[src/rtl/chunk_dma.sv]
module chunk_dma #(
  parameter int EXP_AW = 19
) (
  input  logic              clk,
  input  logic              rst_n,
  input  logic              cpu_we,
  input  logic [2:0]        cpu_addr,
  input  logic [7:0]        cpu_wdata,
  output logic [7:0]        cpu_rdata,
  output logic              cpu_halt,
  output logic              bus_req,
  input  logic              bus_gnt,
  output logic [15:0]       hm_addr,
  output logic [7:0]        hm_wdata,
  output logic              hm_we,
  input  logic [7:0]        hm_rdata,
  output logic [EXP_AW-1:0] xm_addr,
  output logic [7:0]        xm_wdata,
  output logic              xm_we,
  input  logic [7:0]        xm_rdata
);
  localparam int XW = 24;
  localparam logic [XW-1:0] XMASK = XW'((64'd1 << EXP_AW) - 64'd1);

  typedef enum logic [1:0] {S_IDLE, S_WAIT, S_RUN} st_t;

  st_t               st;
  logic [7:0]        ctrl;
  logic [15:0]       hptr;
  logic [XW-1:0]     xptr;
  logic [7:0]        left;
  logic              wr_v;
  logic [15:0]       h_q;
  logic [EXP_AW-1:0] x_q;

  wire busy     = (st != S_IDLE);
  wire hold_h   = ctrl[4];
  wire x2h      = ctrl[5];
  wire rd_go    = (st == S_RUN) && (left != 8'd0);
  wire fin      = (st == S_RUN) && wr_v && (left == 8'd0);
  wire [XW-1:0] xinc = (xptr & ~XMASK) | ((xptr + 24'd1) & XMASK);

  always_ff @(posedge clk) begin
    if (!rst_n) begin
      st   <= S_IDLE;
      ctrl <= '0;
      hptr <= '0;
      xptr <= '0;
      left <= '0;
      wr_v <= 1'b0;
      h_q  <= '0;
      x_q  <= '0;
    end else begin
      case (st)
        S_IDLE: if (cpu_we) begin
          case (cpu_addr)
            3'd0: begin
              ctrl <= cpu_wdata;
              if (cpu_wdata[0]) begin
                st   <= S_WAIT;
                left <= 8'd1 << cpu_wdata[3:1];
              end
            end
            3'd1: hptr[7:0]   <= cpu_wdata;
            3'd2: hptr[15:8]  <= cpu_wdata;
            3'd3: xptr[7:0]   <= cpu_wdata;
            3'd4: xptr[15:8]  <= cpu_wdata;
            3'd5: xptr[23:16] <= cpu_wdata;
            default: ;
          endcase
        end
        S_WAIT: if (bus_gnt) st <= S_RUN;
        S_RUN: begin
          wr_v <= rd_go;
          if (rd_go) begin
            left <= left - 8'd1;
            h_q  <= hptr;
            x_q  <= xptr[EXP_AW-1:0];
            xptr <= xinc;
            if (!hold_h) hptr <= hptr + 16'd1;
          end
          if (fin) begin
            st      <= S_IDLE;
            ctrl[0] <= 1'b0;
          end
        end
        default: st <= S_IDLE;
      endcase
    end
  end

  always_comb begin
    case (cpu_addr)
      3'd0:    cpu_rdata = ctrl;
      3'd1:    cpu_rdata = hptr[7:0];
      3'd2:    cpu_rdata = hptr[15:8];
      3'd3:    cpu_rdata = xptr[7:0];
      3'd4:    cpu_rdata = xptr[15:8];
      3'd5:    cpu_rdata = xptr[23:16];
      default: cpu_rdata = 8'h00;
    endcase
  end

  assign cpu_halt = busy;
  assign bus_req  = busy;
  assign hm_we    = wr_v && x2h;
  assign xm_we    = wr_v && !x2h;
  assign hm_addr  = hm_we ? h_q : hptr;
  assign xm_addr  = xm_we ? x_q : xptr[EXP_AW-1:0];
  assign hm_wdata = xm_rdata;
  assign xm_wdata = hm_rdata;

endmodule

[config.mk]
export PLATFORM = sky130hd
export DESIGN_NAME = chunk_dma
export DESIGN_NICKNAME = d
export VERILOG_FILES = /design/src/rtl/chunk_dma.sv
export SDC_FILE = /design/constraint.sdc
export NUM_CORES = 1
export LEC_CHECK = 0
export ABC_AREA = 0
export BUFFER_PORTS_ARGS = -buffer_cell sky130_fd_sc_hd__clkbuf_2
export CAP_MARGIN = 25
export CORE_ASPECT_RATIO = 2
export CORE_MARGIN = 2
export CORE_UTILIZATION = 30
export CTS_CLUSTER_SIZE = 30
export DETAILED_ROUTE_END_ITERATION = 12
export PLACE_DENSITY = 0.49
export SLEW_MARGIN = 20
export SYNTH_ARGS = -nofsm -noshare
export SYNTH_HDL_FRONTEND = slang
export SYNTH_SLANG_ARGS = --single-unit
[constraint.sdc]
create_clock -name clk -period 2.6 [get_ports clk]
set_clock_uncertainty 0.2 [all_clocks]
set_input_delay 0.52 -clock clk [delete_from_list [all_inputs] [get_ports clk]]
set_output_delay 0.52 -clock clk [all_outputs]
set_load 0.02 [all_outputs]
==> results of run 1 <==
-- through the flow --
step	hold WS, ps	power [mW]	utilization [%]	instance area [um^2]	worst slack, ps
2_1_floorplan	233	1.75	-	5650	22.1
3_3_place_gp	238	1.85	33.5	6250	98.3
3_5_place_dp	244	1.85	33.5	6250	88.5
4_1_cts	251	3.13	35.0	6530	84.1
5_1_grt	266	3.20	35.2	6560	27.4
6_report	251	3.09	35.2	6560	90.6
-- kinds of logic (layout without fill, tap and decap cells) --
group	after synthesis	after routing	share of synthesized area, %
AND/OR/NAND/NOR	261	261	22.4
AO/OA/AOI/OAI	213	213	24.8
flip-flops	94	94	33.3
buffers and inverters	88	132	8.21
multiplexers	54	54	10.4
adder cells (fa/ha/maj)	4	4	0.885
-- worst paths after layout --
kind | from | end | slack (ps) | cells past startpoint
setup / recovery | cpu_addr[0] | cpu_rdata[1] | 90 | 5
hold / removal | bus_gnt | st[1]$_SDFFE_PN0P_ | 250 | 3
setup reg to reg | left[1]$_SDFFE_PN0P_ | left[0]$_SDFFE_PN0P_ | 200 | 7
hold reg to reg | x_q[10]$_SDFFE_PN0P_ | x_q[10]$_SDFFE_PN0P_ | 250 | 2
-- placed cells by master (no fill, tap or decap), types with 7 or more instances in the layout --
cell type / count
nand4_1: 8
and3_1: 8
nor2_1: 47
nand2b_1: 7
a21oi_1: 93
buf_4: 38
inv_1: 8
clkbuf_16: 9
buf_12: 9
nand2_1: 117
clkbuf_2: 61
dfxtp_1: 94
o21ai_0: 21
o221a_2: 8
a21o_1: 7
mux2i_1: 16
mux2_2: 38
nand3_1: 19
nor3_1: 12
a31oi_1: 15
-- tightest hold or removal path: cells and delay by family --
family | cells | cell delay (ps)
buffers and inverters | 1 | 90
AND/OR/NAND/NOR | 1 | 80
AO/OA/AOI/OAI | 1 | 70
-- registers in the layout, summed over array words and instances (netlist names) --
name	cells
hptr	16
left	8
ctrl	8
x_q	19
st	2
xptr	24
wr_v	1
h_q	16
-- power groups by stage --
stage	logic, mW	clock network [mW]	registers, mW
after floorplan	0.245	0	1.51
after global placement	0.324	0	1.53
after detailed placement	0.324	0	1.53
after CTS	0.326	1.31	1.49
after global routing	0.353	1.35	1.50
final	0.329	1.27	1.50
-- what timing repair did --
action                     4_1_cts  5_1_grt
hold buffers                     0        0
setup buffers                    0        2
setup endpoints to repair        0        4
resized for setup                0        1
-- routing by layer --
layer  track usage, %  vias to the layer above  part of all wire [%]
met5                0                        -                     0
met4             12.3                        0                   5.1
met3             2.51                       40                   3.8
met2             37.2                      156                    55
met1             21.7                     2679                    37
li1                 -                     2629                     -
-- cell type report --
| class | count | area (um^2) | share of cell area (%) |
|---|---|---|---|
| well taps | 219 | 274 | 4.18 |
| clock buffers | 10 | 239 | 3.64 |
| repair buffers | 108 | 771 | 11.7 |
| multi-input cells | 532 | 3320 | 50.7 |
| flip-flops and latches | 94 | 1880 | 28.7 |
| clock inverters | 5 | 36.3 | 0.553 |
| inverters | 9 | 33.8 | 0.515 |
==> metrics.csv, run 1 <==
stage,metric,value,unit
outcome,outcome,"finished, final reports clean",
synthesis,top area cells in the synthesized netlist,"dfxtp_1 (33%), a21oi_1 (8.2%), nand2_1 (7.8%)",
synthesis,most common cell in the netlist,nand2_1,
global_route,Total Routing Usage GR,20.4,%
placed_design,GPL Wtd Cong,0.908,
synthesis,syn nets,749,
clock_tree,Max H-tree Level,3,
sta,Tcrit/Tclk final,96.5,%
clock_tree,clk sink count,94,
pwr,leakage,2.50,nW
synthesis,flop and latch count out of synthesis,94,
synthesis,Avg Inst Size Synth,7.92,um^2
clock_tree,CTS Root Cell,clkbuf_16,
sta,post-layout minimum cycle time,2510,ps
drt,Detailed Route WL,20000,um
sta,Slew HR,53.4,%
worst_setup_path,"most used cell, CP",clkbuf_2,
worst_setup_path,CP top delay family,buffers and inverters,
synthesis,Main synth FF type,dfxtp_1,
synthesis,Syn Std Cell Area,5650,um^2
drt,final antenna-violating net count,0,
synthesis,Commonest cells post-synth,"nand2_1 (117), dfxtp_1 (94), a21oi_1 (93)",
worst_setup_path,"Largest stage delay, worst path",330,ps
floorplanning,core box area,18700,um^2
sta,"Slew Viols, Final",0,
drt,drt first pass iters,5,
synthesis,Post-synth EDFFs,0,
synthesis,top cell type by total area after synthesis,dfxtp_1,
finish,Layout fillers,1997,
run,max_cap viols,0,
sta,Max Freq,398,MHz
floorplanning,Starting Density,30.3,%
worst_setup_path,Worst Path Arrival,1790,ps
sta,Least-Margin Pin Slew,698,ps
sta,Final setup viols,0,
pwr,Flop pwr share,48.4,%
floorplanning,standard-cell rows,71,
pwr,combinational share of power,10.6,%
finish,ratio of cells with drive above 1 in the final layout,26.3,%
pwr,clock network fraction of total power,41.0,%
global_route,GR Overflow Total,0,
worst_setup_path,worst-path maximum fanout,6,
finish,area grow syn2layout,16.0,%
clock_tree,clk buf depth,2,
drt,drt first-iter violations,333,
pwr,switching share of power,27.3,%
pwr,PD cells,472,nW/um^2
worst_setup_path,"slowest stage cell, crit path",nor2b_1,
placed_design,DP Wirelength,14900,um
floorplanning,Die Wd,101,um
finish,diode count,0,
placed_design,dpl cells,960,
drt,DR vias,5504,
worst_setup_path,CP Data Required Time,1880,ps
worst_setup_path,Worst setup SP type,primary input,
global_route,pin count of the biggest net entering global routing,37,
finish,final cell count without fillers,977,
worst_setup_path,"Buf+Inv Stages, Crit Path",2,
clock_tree,worst-skew pair later-pin latency,360,ps
placed_design,Port Buffer Count,61,
clock_tree,CTS tree,built,
synthesis,warnings from Yosys,0,
hold_path,worst min path class,in2reg,
global_route,number of global-route vias before repair,5373,
worst_setup_path,Crit. End Element,primary output,
synthesis,cell count after synthesis,714,
floorplanning,die footprint,20000,um^2
clock_tree,Clock Pin Slew Worst Setup and Hold Paths,60,ps
synthesis,Async SR Flop Fraction,0,%
pwr,Worst VDD drop,311,uV
global_route,wire length of the first global-routing pass,30700,um
floorplanning,I/O pin count,94,
sta,setup total negative slack,0,ps
synthesis,Synth top area share,33.3,%
drt,DRC viols,0,
drt,average wire per standard cell,20.5,um
pwr,internal power,2.25,mW
global_route,initial antenna violation count,0,
synthesis,sequential area share after synthesis,33.3,%
clock_tree,CTS Buf Count,9,
pwr,P_sw,0.844,mW
drt,vias per cell,5.63,
synthesis,Cell variety after synth,71,
finish,post-layout net count,789,
sta,RSZ-0062 raised after global routing,false,
worst_setup_path,critical path cell sequence,"clkbuf_2, nor2b_1, a22oi_1, o21ai_0, clkbuf_2",
floorplanning,die height,198,um
sta,Final Hold Fails,0,
worst_setup_path,critical path class,in2out,
Power figures use the tool's default switching activity.
==> run 2, diff against run 1 <==
Settings changed: CELL_PAD_IN_SITES_DETAIL_PLACEMENT set to 0, CELL_PAD_IN_SITES_GLOBAL_PLACEMENT set to 1, PLACE_DENSITY 0.49 to 0.64.
Clock period 2.6 ns to 2.29 ns, I/O delays scaled along.
==> run 2 against run 1 <==
The flow now finishes with violations (setup timing). Core utilization rose by 2.5 points. Clock power rose by 32%. Routed wire length rose by 5.6%. Cell area rose by 7.0%. Highest routed layer unchanged. First-iteration DRC count rose by 1.2%. Non-clock buffer count rose by 37. Largest cell class unchanged. Cell count rose by 3.8%. Die area did not move. Critical endpoint is now xm_addr[9].
==> metrics.csv, run 2 (synthesized netlist as in run 1, its figures left out) <==
stage,metric,value,unit,change
sta,Tcrit/Tclk final,101,%,
sta,setup total negative slack,-101,ps,was 0 ps
sta,Final Hold Fails,0,,unchanged
finish,most frequent cells in the layout,"nand2_1 (117), a21oi_1 (92), dfxtp_1 (87)",,"was nand2_1 (117), dfxtp_1 (94), a21oi_1 (93)"
floorplanning,core box area,18700,um^2,unchanged
drt,metal3 WL,727,um,was 755 um
outcome,outcome,"complete, but fails checks",,"was finished, final reports clean"
finish,max reg flops,24,,unchanged
finish,ratio of cells with drive above 1 in the final layout,31.4,%,was 26.3%
clock_tree,Max H-tree Level,3,,unchanged
pwr,combinational share of power,10.9,%,was 10.6%
global_route,initial antenna violation count,0,,unchanged
placed_design,DP Wirelength,15900,um,was 14900 um
drt,drt first-iter violations,337,,was 333
finish,diode count,0,,unchanged
pwr,clock network fraction of total power,44.4,%,was 41.0%
worst_setup_path,"Largest stage delay, worst path",370,ps,was 330 ps
pwr,Worst VDD drop,385,uV,was 311 uV
worst_setup_path,"slowest stage cell, crit path",dfxtp_4,,was nor2b_1
pwr,switching share of power,26.0,%,was 27.3%
worst_setup_path,critical path class,reg2out,,was in2out
floorplanning,Die Wd,101,um,unchanged
finish,Biggest register,xptr,,unchanged
floorplanning,die footprint,20000,um^2,unchanged
global_route,GR Overflow Total,0,,unchanged
pwr,Tot Pwr,3.78,mW,was 3.09 mW
placed_design,Port Buffer Count,61,,unchanged
pwr,leakage,2.76,nW,was 2.50 nW
clock_tree,hold buffer count at cts,0,,unchanged
finish,biggest regs,"xptr: 24 flops, x_q: 19 flops",,unchanged
floorplanning,standard-cell rows,71,,unchanged
worst_setup_path,worst-path maximum fanout,10,,was 6
global_route,number of global-route vias before repair,5720,,was 5373
sta,RSZ-0062 raised after global routing,true,,was false
drt,average wire per standard cell,20.8,um,was 20.5 um
pwr,Flop pwr share,44.7,%,was 48.4%
global_route,wire length of the first global-routing pass,31800,um,was 30700 um
floorplanning,I/O pin count,94,,unchanged
finish,area grow syn2layout,24.2,%,was 16.0%
sta,Final setup viols,9,,was 0
placed_design,Place WS,-126,ps,was 88.5 ps
worst_setup_path,Crit. End Element,primary output,,unchanged
drt,DR top layer,met4,,unchanged
drt,Detailed Route WL,21100,um,was 20000 um
global_route,Total Routing Usage GR,21.1,%,was 20.4%
clock_tree,clk buf depth,2,,unchanged
sta,final worst slack,-23.7,ps,was 90.6 ps
sta,post-layout minimum cycle time,2310,ps,
pwr,PD cells,539,nW/um^2,was 472 nW/um^2
finish,final cell count without fillers,1014,,was 977
finish,Layout fillers,1909,,was 1997
clock_tree,Clock Pin Slew Worst Setup and Hold Paths,60,ps,about the same
floorplanning,die height,198,um,unchanged
pwr,internal power,2.80,mW,was 2.25 mW
drt,DR WL met2,11700,um,was 10900 um
drt,M1 wire length,7400,um,was 7320 um
placed_design,dpl cells,992,,was 960
clock_tree,worst-skew pair later-pin latency,360,ps,about the same
sta,"Slew Viols, Final",0,,unchanged
worst_setup_path,Worst Path Arrival,1660,ps,was 1790 ps
drt,vias per cell,5.62,,was 5.63
hold_path,worst min path class,in2reg,,unchanged
outcome,failing checks,setup timing,,
drt,final antenna-violating net count,0,,unchanged
clock_tree,clk sink count,94,,unchanged
sta,Max Freq,432,MHz,
placed_design,Post-DP Area,6480,um^2,was 6250 um^2
worst_setup_path,CP top delay family,buffers and inverters,,unchanged
worst_setup_path,Worst setup SP type,register,,was primary input
finish,post-layout net count,826,,was 789
sta,Min Hold Slack,172,ps,was 251 ps
run,max_cap viols,0,,unchanged
drt,DR vias,5695,,was 5504
floorplanning,Starting Density,30.3,%,unchanged
worst_setup_path,critical path cell sequence,"nor2b_4, buf_6, buf_12, mux2_2, buf_4",,"was clkbuf_2, nor2b_1, a22oi_1, o21ai_0, clkbuf_2"
finish,"most common cell after layout, fill and taps aside",nand2_1,,unchanged
global_route,pin count of the biggest net entering global routing,34,,was 37
finish,"Design Area, Final",7020,um^2,was 6560 um^2
drt,DRC viols,0,,unchanged
drt,drt first pass iters,6,,was 5
clock_tree,CTS tree,built,,unchanged
sta,Least-Margin Pin Slew,611,ps,was 698 ps
finish,post-layout util,37.6,%,was 35.2%
placed_design,GPL Wtd Cong,0.919,,was 0.908
worst_setup_path,"Buf+Inv Stages, Crit Path",3,,was 2
pwr,P_sw,0.982,mW,was 0.844 mW
sta,Slew HR,59.1,%,was 53.4%
clock_tree,CTS Buf Count,9,,unchanged
clock_tree,CTS Root Cell,clkbuf_16,,unchanged
worst_setup_path,CP Data Required Time,1630,ps,was 1880 ps
[run 2: worst min-delay path, delay by kind of cell]
kind / cells / cell delay [ps]
compound gates: 1 / 50
buf+inv: 1 / 100
simple gates: 1 / 70
[run 2: path summary, 6_finish.rpt]
path	from	end	slack, ps	depth (start not counted)
setup / recovery	wr_v$_SDFFE_PN0P_	xm_addr[9]	-20	5
hold / removal	cpu_wdata[7]	ctrl[7]$_SDFFE_PN0P_	170	3
setup reg to reg	left[1]$_SDFFE_PN0P_	xptr[0]$_SDFFE_PN0P_	30	10
hold reg to reg	x_q[13]$_SDFFE_PN0P_	x_q[13]$_SDFFE_PN0P_	250	2
[run 2: repair_timing]
action	in CTS	in global routing
gates cloned	1	1
setup endpoints to repair	28	41
pin swaps	0	1
buffers inserted	4	2
gates resized for setup	18	28
[run 2: cell type report]
cell class,instances,area (um^2),share of cell area [%]
clock buffer,10,239,3.40
timing repair buffer,145,1090,15.5
multi-input combinational,532,3410,48.5
sequential,94,1900,27.0
tap,219,274,3.90
clock inverter,5,81.3,1.16
inverter,9,33.8,0.481
[run 2: routing by layer]
metal	up-vias	global-route usage (%)
met5	-	0
met4	0	13.5
met3	60	3.11
met2	167	40.2
met1	2758	20.2
li1	2710	-
[run 2: power groups by stage]
stage / Combinational (mW) / Clock [mW] / Sequential [mW]
final: 0.414 / 1.68 / 1.69
after global routing: 0.440 / 1.75 / 1.69
after CTS: 0.401 / 1.70 / 1.69
after detailed placement: 0.394 / 0 / 1.73
after global placement: 0.388 / 0 / 1.73
after floorplan: 0.279 / 0 / 1.71
